--- config.mk ---
export PLATFORM = sky130hd
export DESIGN_NAME = tile_addr_gen
export DESIGN_NICKNAME = d
export VERILOG_FILES = /design/src/rtl/tile_addr_gen_pkg.sv /design/src/rtl/tile_addr_chan.sv /design/src/rtl/tile_out_addr.sv /design/src/rtl/tile_in_addr.sv /design/src/rtl/tile_ctx_ctr.sv /design/src/rtl/tile_addr_gen.sv
export SDC_FILE = /design/constraint.sdc
export NUM_CORES = 2
export LEC_CHECK = 0
export BUFFER_PORTS_ARGS = -buffer_cell sky130_fd_sc_hd__clkbuf_2
export CAP_MARGIN = 30
export CORE_MARGIN = 2
export CORE_UTILIZATION = 30
export CTS_BUF_LIST = sky130_fd_sc_hd__clkbuf_4
export DETAILED_ROUTE_END_ITERATION = 8
export GPL_TIMING_DRIVEN = 0
export SLEW_MARGIN = 20
export SYNTH_ARGS = -nofsm -noshare
export SYNTH_HDL_FRONTEND = slang
export SYNTH_HIERARCHICAL = 1
export SYNTH_SLANG_ARGS = --single-unit
--- constraint.sdc ---
create_clock -name clk -period 18.9 [get_ports clk]
set_input_delay 0 -clock clk [delete_from_list [all_inputs] [get_ports clk]]
set_output_delay 0 -clock clk [all_outputs]
set_load 0.01 [all_outputs]
--- src/rtl/tile_addr_gen_pkg.sv ---
package tile_addr_gen_pkg;

  typedef enum logic [1:0] {
    OFMT_B8  = 2'd0,
    OFMT_B16 = 2'd1,
    OFMT_B32 = 2'd2,
    OFMT_RSV = 2'd3
  } out_fmt_e;

  typedef struct packed {
    logic [1:0] c1z;
    logic [1:0] c1y;
    logic [1:0] c0z;
    logic [1:0] c0y;
  } amod_t;

  localparam int unsigned CHANNELS = 2;
  localparam int unsigned LANES    = 4;

endpackage

--- src/rtl/tile_addr_chan.sv ---
module tile_addr_chan #(
  parameter int unsigned CW = 16
) (
  input  logic          clk,
  input  logic          rst_n,
  input  logic          set_en,
  input  logic          set_sel,
  input  logic [1:0]    set_m,
  input  logic [CW-1:0] set_a,
  input  logic [CW-1:0] set_b,
  input  logic          inc_en,
  input  logic          inc_sel,
  input  logic [CW-1:0] inc_a,
  input  logic [CW-1:0] inc_b,
  input  logic          cr_en,
  input  logic          cr_sel,
  input  logic          auto_en,
  input  logic [1:0]    auto_dy,
  input  logic [1:0]    auto_dz,
  output logic [CW-1:0] x,
  output logic [CW-1:0] y,
  output logic [CW-1:0] z,
  output logic [CW-1:0] w
);

  logic [CW-1:0] x_q, y_q, z_q, w_q, ys_q, zs_q;
  logic [CW-1:0] x_n, y_n, z_n, w_n, ys_n, zs_n;
  logic          upd;

  assign upd = set_en | inc_en | cr_en | auto_en;

  always_comb begin
    x_n  = x_q;
    y_n  = y_q;
    z_n  = z_q;
    w_n  = w_q;
    ys_n = ys_q;
    zs_n = zs_q;
    if (set_en) begin
      if (!set_sel) begin
        if (set_m[0]) x_n = set_a;
        if (set_m[1]) begin
          y_n  = set_b;
          ys_n = set_b;
        end
      end else begin
        if (set_m[0]) begin
          z_n  = set_a;
          zs_n = set_a;
        end
        if (set_m[1]) w_n = set_b;
      end
    end else if (inc_en) begin
      if (!inc_sel) begin
        x_n = x_q + inc_a;
        y_n = y_q + inc_b;
      end else begin
        z_n = z_q + inc_a;
        w_n = w_q + inc_b;
      end
    end else if (cr_en) begin
      if (!cr_sel) y_n = ys_q;
      else         z_n = zs_q;
    end else if (auto_en) begin
      y_n = y_q + CW'(auto_dy);
      z_n = z_q + CW'(auto_dz);
    end
  end

  always_ff @(posedge clk or negedge rst_n) begin
    if (!rst_n) begin
      x_q  <= '0;
      y_q  <= '0;
      z_q  <= '0;
      w_q  <= '0;
      ys_q <= '0;
      zs_q <= '0;
    end else if (upd) begin
      x_q  <= x_n;
      y_q  <= y_n;
      z_q  <= z_n;
      w_q  <= w_n;
      ys_q <= ys_n;
      zs_q <= zs_n;
    end
  end

  assign x = x_q;
  assign y = y_q;
  assign z = z_q;
  assign w = w_q;

endmodule

--- src/rtl/tile_out_addr.sv ---
module tile_out_addr
  import tile_addr_gen_pkg::*;
#(
  parameter int unsigned CW  = 16,
  parameter int unsigned OAW = 32
) (
  input  logic [CW-1:0]  c0_x,
  input  logic [CW-1:0]  c1_x,
  input  logic [CW-1:0]  c1_y,
  input  logic [CW-1:0]  c1_z,
  input  logic [CW-1:0]  c1_w,
  input  logic [OAW-1:0] base,
  input  logic [CW-1:0]  ys,
  input  logic [CW-1:0]  zs,
  input  logic [CW-1:0]  ws,
  input  logic [1:0]     fmt,
  output logic [CW-1:0]  count,
  output logic [OAW-1:0] addr
);

  logic [OAW-1:0] term_y, term_z, term_w, sum;

  assign count  = c1_x + CW'(1) - c0_x;
  assign term_y = OAW'(c1_y) * OAW'(ys);
  assign term_z = OAW'(c1_z) * OAW'(zs);
  assign term_w = OAW'(c1_w) * OAW'(ws);
  assign sum    = base + term_y + term_z + term_w;

  always_comb begin
    unique case (out_fmt_e'(fmt))
      OFMT_B16: addr = sum >> 1;
      OFMT_B32: addr = sum >> 2;
      default:  addr = sum;
    endcase
  end

endmodule

--- src/rtl/tile_in_addr.sv ---
module tile_in_addr #(
  parameter int unsigned CW  = 16,
  parameter int unsigned IAW = 24,
  parameter int unsigned DGW = 4
) (
  input  logic [IAW-1:0] base,
  input  logic [CW-1:0]  offset,
  input  logic [DGW-1:0] digest,
  input  logic [IAW-1:0] limit,
  input  logic [IAW-1:0] fifo,
  output logic [IAW-1:0] addr
);

  logic [IAW-1:0] raw;

  assign raw  = base + IAW'(offset) + IAW'(digest) + IAW'(1);
  assign addr = (raw > limit) ? (raw - fifo) : raw;

endmodule

--- src/rtl/tile_ctx_ctr.sv ---
module tile_ctx_ctr (
  input  logic       clk,
  input  logic       rst_n,
  input  logic       adv,
  input  logic       clr,
  input  logic [1:0] log2n,
  output logic [2:0] ctx
);

  logic [2:0] ctx_q, ctx_n, wrap_mask;
  logic       en;

  assign wrap_mask = 3'((4'd1 << log2n) - 4'd1);
  assign en        = adv | clr;

  always_comb begin
    if (clr) ctx_n = '0;
    else     ctx_n = (ctx_q + 3'd1) & wrap_mask;
  end

  always_ff @(posedge clk or negedge rst_n) begin
    if (!rst_n)  ctx_q <= '0;
    else if (en) ctx_q <= ctx_n;
  end

  assign ctx = ctx_q;

endmodule

--- src/rtl/tile_addr_gen.sv ---
module tile_addr_gen
  import tile_addr_gen_pkg::*;
#(
  parameter int unsigned CW  = 16,
  parameter int unsigned OAW = 32,
  parameter int unsigned IAW = 24,
  parameter int unsigned DGW = 4
) (
  input  logic              clk,
  input  logic              rst_n,
  input  logic              set_vld,
  input  logic              set_sel,
  input  logic [3:0]        set_mask,
  input  logic [4*CW-1:0]   set_data,
  input  logic              inc_vld,
  input  logic              inc_sel,
  input  logic [4*CW-1:0]   inc_data,
  input  logic              cr_vld,
  input  logic              cr_sel,
  input  logic [1:0]        cr_chmask,
  input  logic              xfer_vld,
  input  logic [1:0]        xfer_slot,
  input  logic              xfer_ctx_auto,
  input  logic [31:0]       amod_slots,
  input  logic [1:0]        ctx_log2,
  input  logic              ctx_clr,
  input  logic [OAW-1:0]    out_base,
  input  logic [CW-1:0]     y_stride,
  input  logic [CW-1:0]     z_stride,
  input  logic [CW-1:0]     w_stride,
  input  logic [1:0]        out_fmt,
  input  logic [IAW-1:0]    in_base,
  input  logic [CW-1:0]     in_offset,
  input  logic [DGW-1:0]    digest_size,
  input  logic [IAW-1:0]    in_limit,
  input  logic [IAW-1:0]    fifo_size,
  output logic [CW-1:0]     ch0_x,
  output logic [CW-1:0]     ch0_y,
  output logic [CW-1:0]     ch0_z,
  output logic [CW-1:0]     ch0_w,
  output logic [CW-1:0]     ch1_x,
  output logic [CW-1:0]     ch1_y,
  output logic [CW-1:0]     ch1_z,
  output logic [CW-1:0]     ch1_w,
  output logic [CW-1:0]     datum_cnt,
  output logic [OAW-1:0]    out_addr,
  output logic [IAW-1:0]    in_addr,
  output logic [2:0]        ctx_id
);

  localparam int unsigned NCH = CHANNELS;

  // reset: asserted asynchronously, released on a clock edge
  logic [1:0] rst_sync_q;
  logic       rst_n_sync;

  always_ff @(posedge clk or negedge rst_n) begin
    if (!rst_n) rst_sync_q <= 2'b00;
    else        rst_sync_q <= {rst_sync_q[0], 1'b1};
  end
  assign rst_n_sync = rst_sync_q[1];

  // command priority: set > increment > restore > transfer auto-increment
  logic set_en, inc_en, cr_any, auto_en;
  assign set_en  = set_vld;
  assign inc_en  = inc_vld & ~set_vld;
  assign cr_any  = cr_vld & ~set_vld & ~inc_vld;
  assign auto_en = xfer_vld & ~set_vld & ~inc_vld & ~cr_vld;

  amod_t mod_sel;
  assign mod_sel = amod_t'(amod_slots[8*xfer_slot +: 8]);

  logic [CW-1:0] cx [NCH];
  logic [CW-1:0] cy [NCH];
  logic [CW-1:0] cz [NCH];
  logic [CW-1:0] cwv[NCH];

  for (genvar i = 0; i < NCH; i++) begin : g_chan
    logic [1:0] dy, dz;
    assign dy = (i == 0) ? mod_sel.c0y : mod_sel.c1y;
    assign dz = (i == 0) ? mod_sel.c0z : mod_sel.c1z;

    tile_addr_chan #(.CW(CW)) chan_i (
      .clk     (clk),
      .rst_n   (rst_n_sync),
      .set_en  (set_en),
      .set_sel (set_sel),
      .set_m   (set_mask[2*i +: 2]),
      .set_a   (set_data[(2*i)*CW +: CW]),
      .set_b   (set_data[(2*i+1)*CW +: CW]),
      .inc_en  (inc_en),
      .inc_sel (inc_sel),
      .inc_a   (inc_data[(2*i)*CW +: CW]),
      .inc_b   (inc_data[(2*i+1)*CW +: CW]),
      .cr_en   (cr_any & cr_chmask[i]),
      .cr_sel  (cr_sel),
      .auto_en (auto_en),
      .auto_dy (dy),
      .auto_dz (dz),
      .x       (cx[i]),
      .y       (cy[i]),
      .z       (cz[i]),
      .w       (cwv[i])
    );
  end

  assign ch0_x = cx[0];
  assign ch0_y = cy[0];
  assign ch0_z = cz[0];
  assign ch0_w = cwv[0];
  assign ch1_x = cx[1];
  assign ch1_y = cy[1];
  assign ch1_z = cz[1];
  assign ch1_w = cwv[1];

  tile_out_addr #(.CW(CW), .OAW(OAW)) out_i (
    .c0_x  (cx[0]),
    .c1_x  (cx[1]),
    .c1_y  (cy[1]),
    .c1_z  (cz[1]),
    .c1_w  (cwv[1]),
    .base  (out_base),
    .ys    (y_stride),
    .zs    (z_stride),
    .ws    (w_stride),
    .fmt   (out_fmt),
    .count (datum_cnt),
    .addr  (out_addr)
  );

  tile_in_addr #(.CW(CW), .IAW(IAW), .DGW(DGW)) in_i (
    .base   (in_base),
    .offset (in_offset),
    .digest (digest_size),
    .limit  (in_limit),
    .fifo   (fifo_size),
    .addr   (in_addr)
  );

  tile_ctx_ctr ctx_i (
    .clk   (clk),
    .rst_n (rst_n_sync),
    .adv   (xfer_vld & xfer_ctx_auto),
    .clr   (ctx_clr),
    .log2n (ctx_log2),
    .ctx   (ctx_id)
  );

endmodule

==> results.sh <==
export IMPL_grt_antenna_before_repair=49
export IMPL_yosysMostFrequentCell="inv_1"
export IMPL_synth_top_area_frac=0.313
export IMPL_grt_pass1_wl_um=269000
export IMPL_grt_pass1_vias=44600
export IMPL_layout_min_cycle_time_ns=10.05
export IMPL_tns_ns=0
export IMPL_setup_viol=0
export IMPL_yosys_warnings=6
export IMPL_drv_cap=0
export IMPL_rows=146
export IMPL_grt_max_degree=46
export IMPL_path_class="flip-flop to output pin"
export IMPL_finalCritPeriodShare=0.532
export IMPL_hold_viol_final=0
export IMPL_root_buffer="clkbuf_4"
export IMPL_synth_edf_count=0
export IMPL_slew_headroom=0.298
export IMPL_wl_met2_um=90000
export IMPL_critPathRequiredTime_ns=18.90
export IMPL_fillCellCount=16500
export IMPL_htree_levels=4
export IMPL_drtPass1Iterations=7
export IMPL_maxSlewViolCount=0
export IMPL_routed_top_layer="met5"
export IMPL_ys_ff_latch=197
export IMPL_cp_data_arrival_time_ns=10.05
export IMPL_clkTransAtPathRegs_ns=0.21
export IMPL_whs_path_depth=4
export IMPL_worstSkewPairLatency_ns=0.80
export IMPL_dp_hpwl_um=152000
export IMPL_cts_path_max_buffers=2
export IMPL_drc_errors=0
export IMPL_rr_endpoint="g_chan[1].chan_i/z[13]"
export IMPL_setup_worst_path_end_class="output pin"
export IMPL_hp_class="input pin to flip-flop"
export IMPL_die_y_um=404
export IMPL_synth_area_leaders="fa_1, ha_1, dfrtp_1"
export IMPL_wl_per_cell_um=20.8
export IMPL_cts_tree="done"
export IMPL_start_kind="flip-flop"
export IMPL_die_w_um=404
export IMPL_synth_ff_type="dfrtp_1"
export IMPL_status="finished, final reports clean"
export IMPL_path_max_fanout=14
export IMPL_num_vias=43700
export IMPL_cp_num_buf_inv=9
export IMPL_cp_slowest_cell="dfrtp_1"
export IMPL_multi_input_area_um2=38400
export IMPL_worst_slew_pin_slew_ns=1.05
export IMPL_holdPathEnd="g_chan[0].chan_i/x[0]"
export IMPL_die_area_um2=163000
export IMPL_layout_nets=8085
export IMPL_cts_sinks=197
export IMPL_first_iter_violations=3224
export IMPL_yosysSeqAreaShare=0.103
export IMPL_cp_common_cell="fa_1"
export IMPL_io_buffers=555
export IMPL_max_stage_delay_ns=1.03
export IMPL_regArea_um2=4930
export IMPL_gr_usage_all_layers=0.217
export IMPL_syn_inst=5609
export IMPL_synth_top_area_cell="fa_1"
export IMPL_pin_count=558
export IMPL_grt_ovfl_total=0
export IMPL_hold_start="set_data[0]"
export IMPL_reg2regPathDepth=10
export IMPL_core_area_um2=159000
export IMPL_route_met3_wl_um=12800
export IMPL_drive_above_1_share=0.107
export IMPL_async_reset_ff_frac=1.00
export IMPL_met1_length_um=70400
export IMPL_rrSetupSlack_ns=14.85
export IMPL_syn_avg_cell_area_um2=8.55
export IMPL_place_congestion=0.949
export IMPL_initial_core_util=0.303
export IMPL_netlist_area_um2=48000
export IMPL_rsz0062_at_grt="false"
export IMPL_rr_startpoint="g_chan[1].chan_i/z[2]"
export IMPL_clock_skew_ns=0.0370
export IMPL_ys_types=100
export IMPL_cts_buffers=17
export IMPL_via_per_inst=5.09
export IMPL_fmax_mhz=99.5
export IMPL_finalWirelength_um=179000
export IMPL_ant_nets=0
export IMPL_path_delay_family="adder cells"
export IMPL_post_cts_setup_buffers=0
export IMPL_synthToLayoutAreaGrowth_pct=18.4
export IMPL_synth_nets=7213
export IMPL_synth_commonest_cells="inv_1, nand2_1, fa_1"
## flip-flops by register name, indices dropped and copies added (netlist names)
signal              cells
g_chan.chan_i/w        32
g_chan.chan_i/x        32
g_chan.chan_i/y        32
g_chan.chan_i/ys_q     32
g_chan.chan_i/z        32
g_chan.chan_i/zs_q     32
ctx_i/ctx               3
rst_sync_q              2
## cells in the final DEF, fill, tap and decap left out, types with 38 or more instances in the layout
| cell type | count |
|---|---|
| ha_1 | 500 |
| o21ai_1 | 66 |
| and2_1 | 420 |
| clkbuf_1 | 173 |
| a211oi_1 | 80 |
| nand2_1 | 770 |
| nor2_1 | 227 |
| nand3_1 | 65 |
| fa_1 | 749 |
| clkbuf_2 | 556 |
| dfrtp_1 | 196 |
| a21o_1 | 67 |
| a21oi_1 | 225 |
| dlygate4sd3_1 | 292 |
| xnor2_1 | 135 |
| inv_1 | 1013 |
| nand4_1 | 40 |
| xor2_1 | 85 |
| o21a_1 | 38 |
| o21ai_0 | 176 |
## worst max-delay path by stage
stage / start / end / cells after the start
after floorplan: g_chan[1].chan_i/w[10] / out_addr[29] / 26
after global placement: rst_sync_q[1] / ctx_i/ctx[0] / 0
after detailed placement: g_chan[1].chan_i/w[4] / out_addr[29] / 27
after CTS: g_chan[1].chan_i/z[8] / out_addr[29] / 29
after global routing: g_chan[1].chan_i/z[8] / out_addr[26] / 29
final: g_chan[1].chan_i/z[8] / out_addr[29] / 29
## routing by layer
| metal | GRT usage | vias to the layer above |
|---|---|---|
| li1 | - | 19800 |
| met1 | 0.268 | 22000 |
| met2 | 0.387 | 1641 |
| met3 | 0.0375 | 288 |
| met4 | 0.0602 | 48 |
| met5 | 0 | - |
## stage by stage
step                cell area (µm²)  instances   util  hold slack (ns)  worst slack [ns]
floorplan                     48000       5609      -           -0.296             11.25
global placement              53300       8236  0.336           -0.213              9.78
detailed placement            53500       8242  0.337           -0.209              9.81
CTS                           56700       8566  0.358           0.0107              8.85
global route                  56700       8574  0.358           0.0647              8.40
finish                        56800       8589  0.358            0.101              8.85
## kinds of logic after synthesis
family / Yosys count / synth area share
buffers and inverters: 1221 / 0.0967
adders and majority gates: 1249 / 0.443
AOI/OAI and AO/OA: 952 / 0.131
other: 1 / 0.0000782
DFF: 197 / 0.103
muxes: 64 / 0.0160
and+or+nand+nor: 1704 / 0.169
xor gates and xnor gates: 221 / 0.0407
## what timing repair did
item | CTS | global route
hold buffers | 292 | 0
gates resized for setup | 0 | 0
endpoints found under the hold margin | 197 | 0
## tightest hold or removal path: stages
cell	delay (ns)
dlygate4sd3_1	0.53
clkbuf_2	0.13
mux2i_1	0.12
o21ai_0	0.09
## area by class of cell
type / count / share of cell area
Multi-Input combinational cell: 4191 / 0.676
Timing Repair Buffer: 853 / 0.102
Sequential cell: 197 / 0.0869
Inverter: 1019 / 0.0674
Tap cell: 2072 / 0.0457
Buffer: 202 / 0.0144
Clock inverter: 15 / 0.00366
Clock buffer: 17 / 0.00225
Antenna cell: 23 / 0.00101
Power is left out: the tool's default activity adds up to more than one toggle a clock period on the data nets, which glitch-free logic cannot reach.
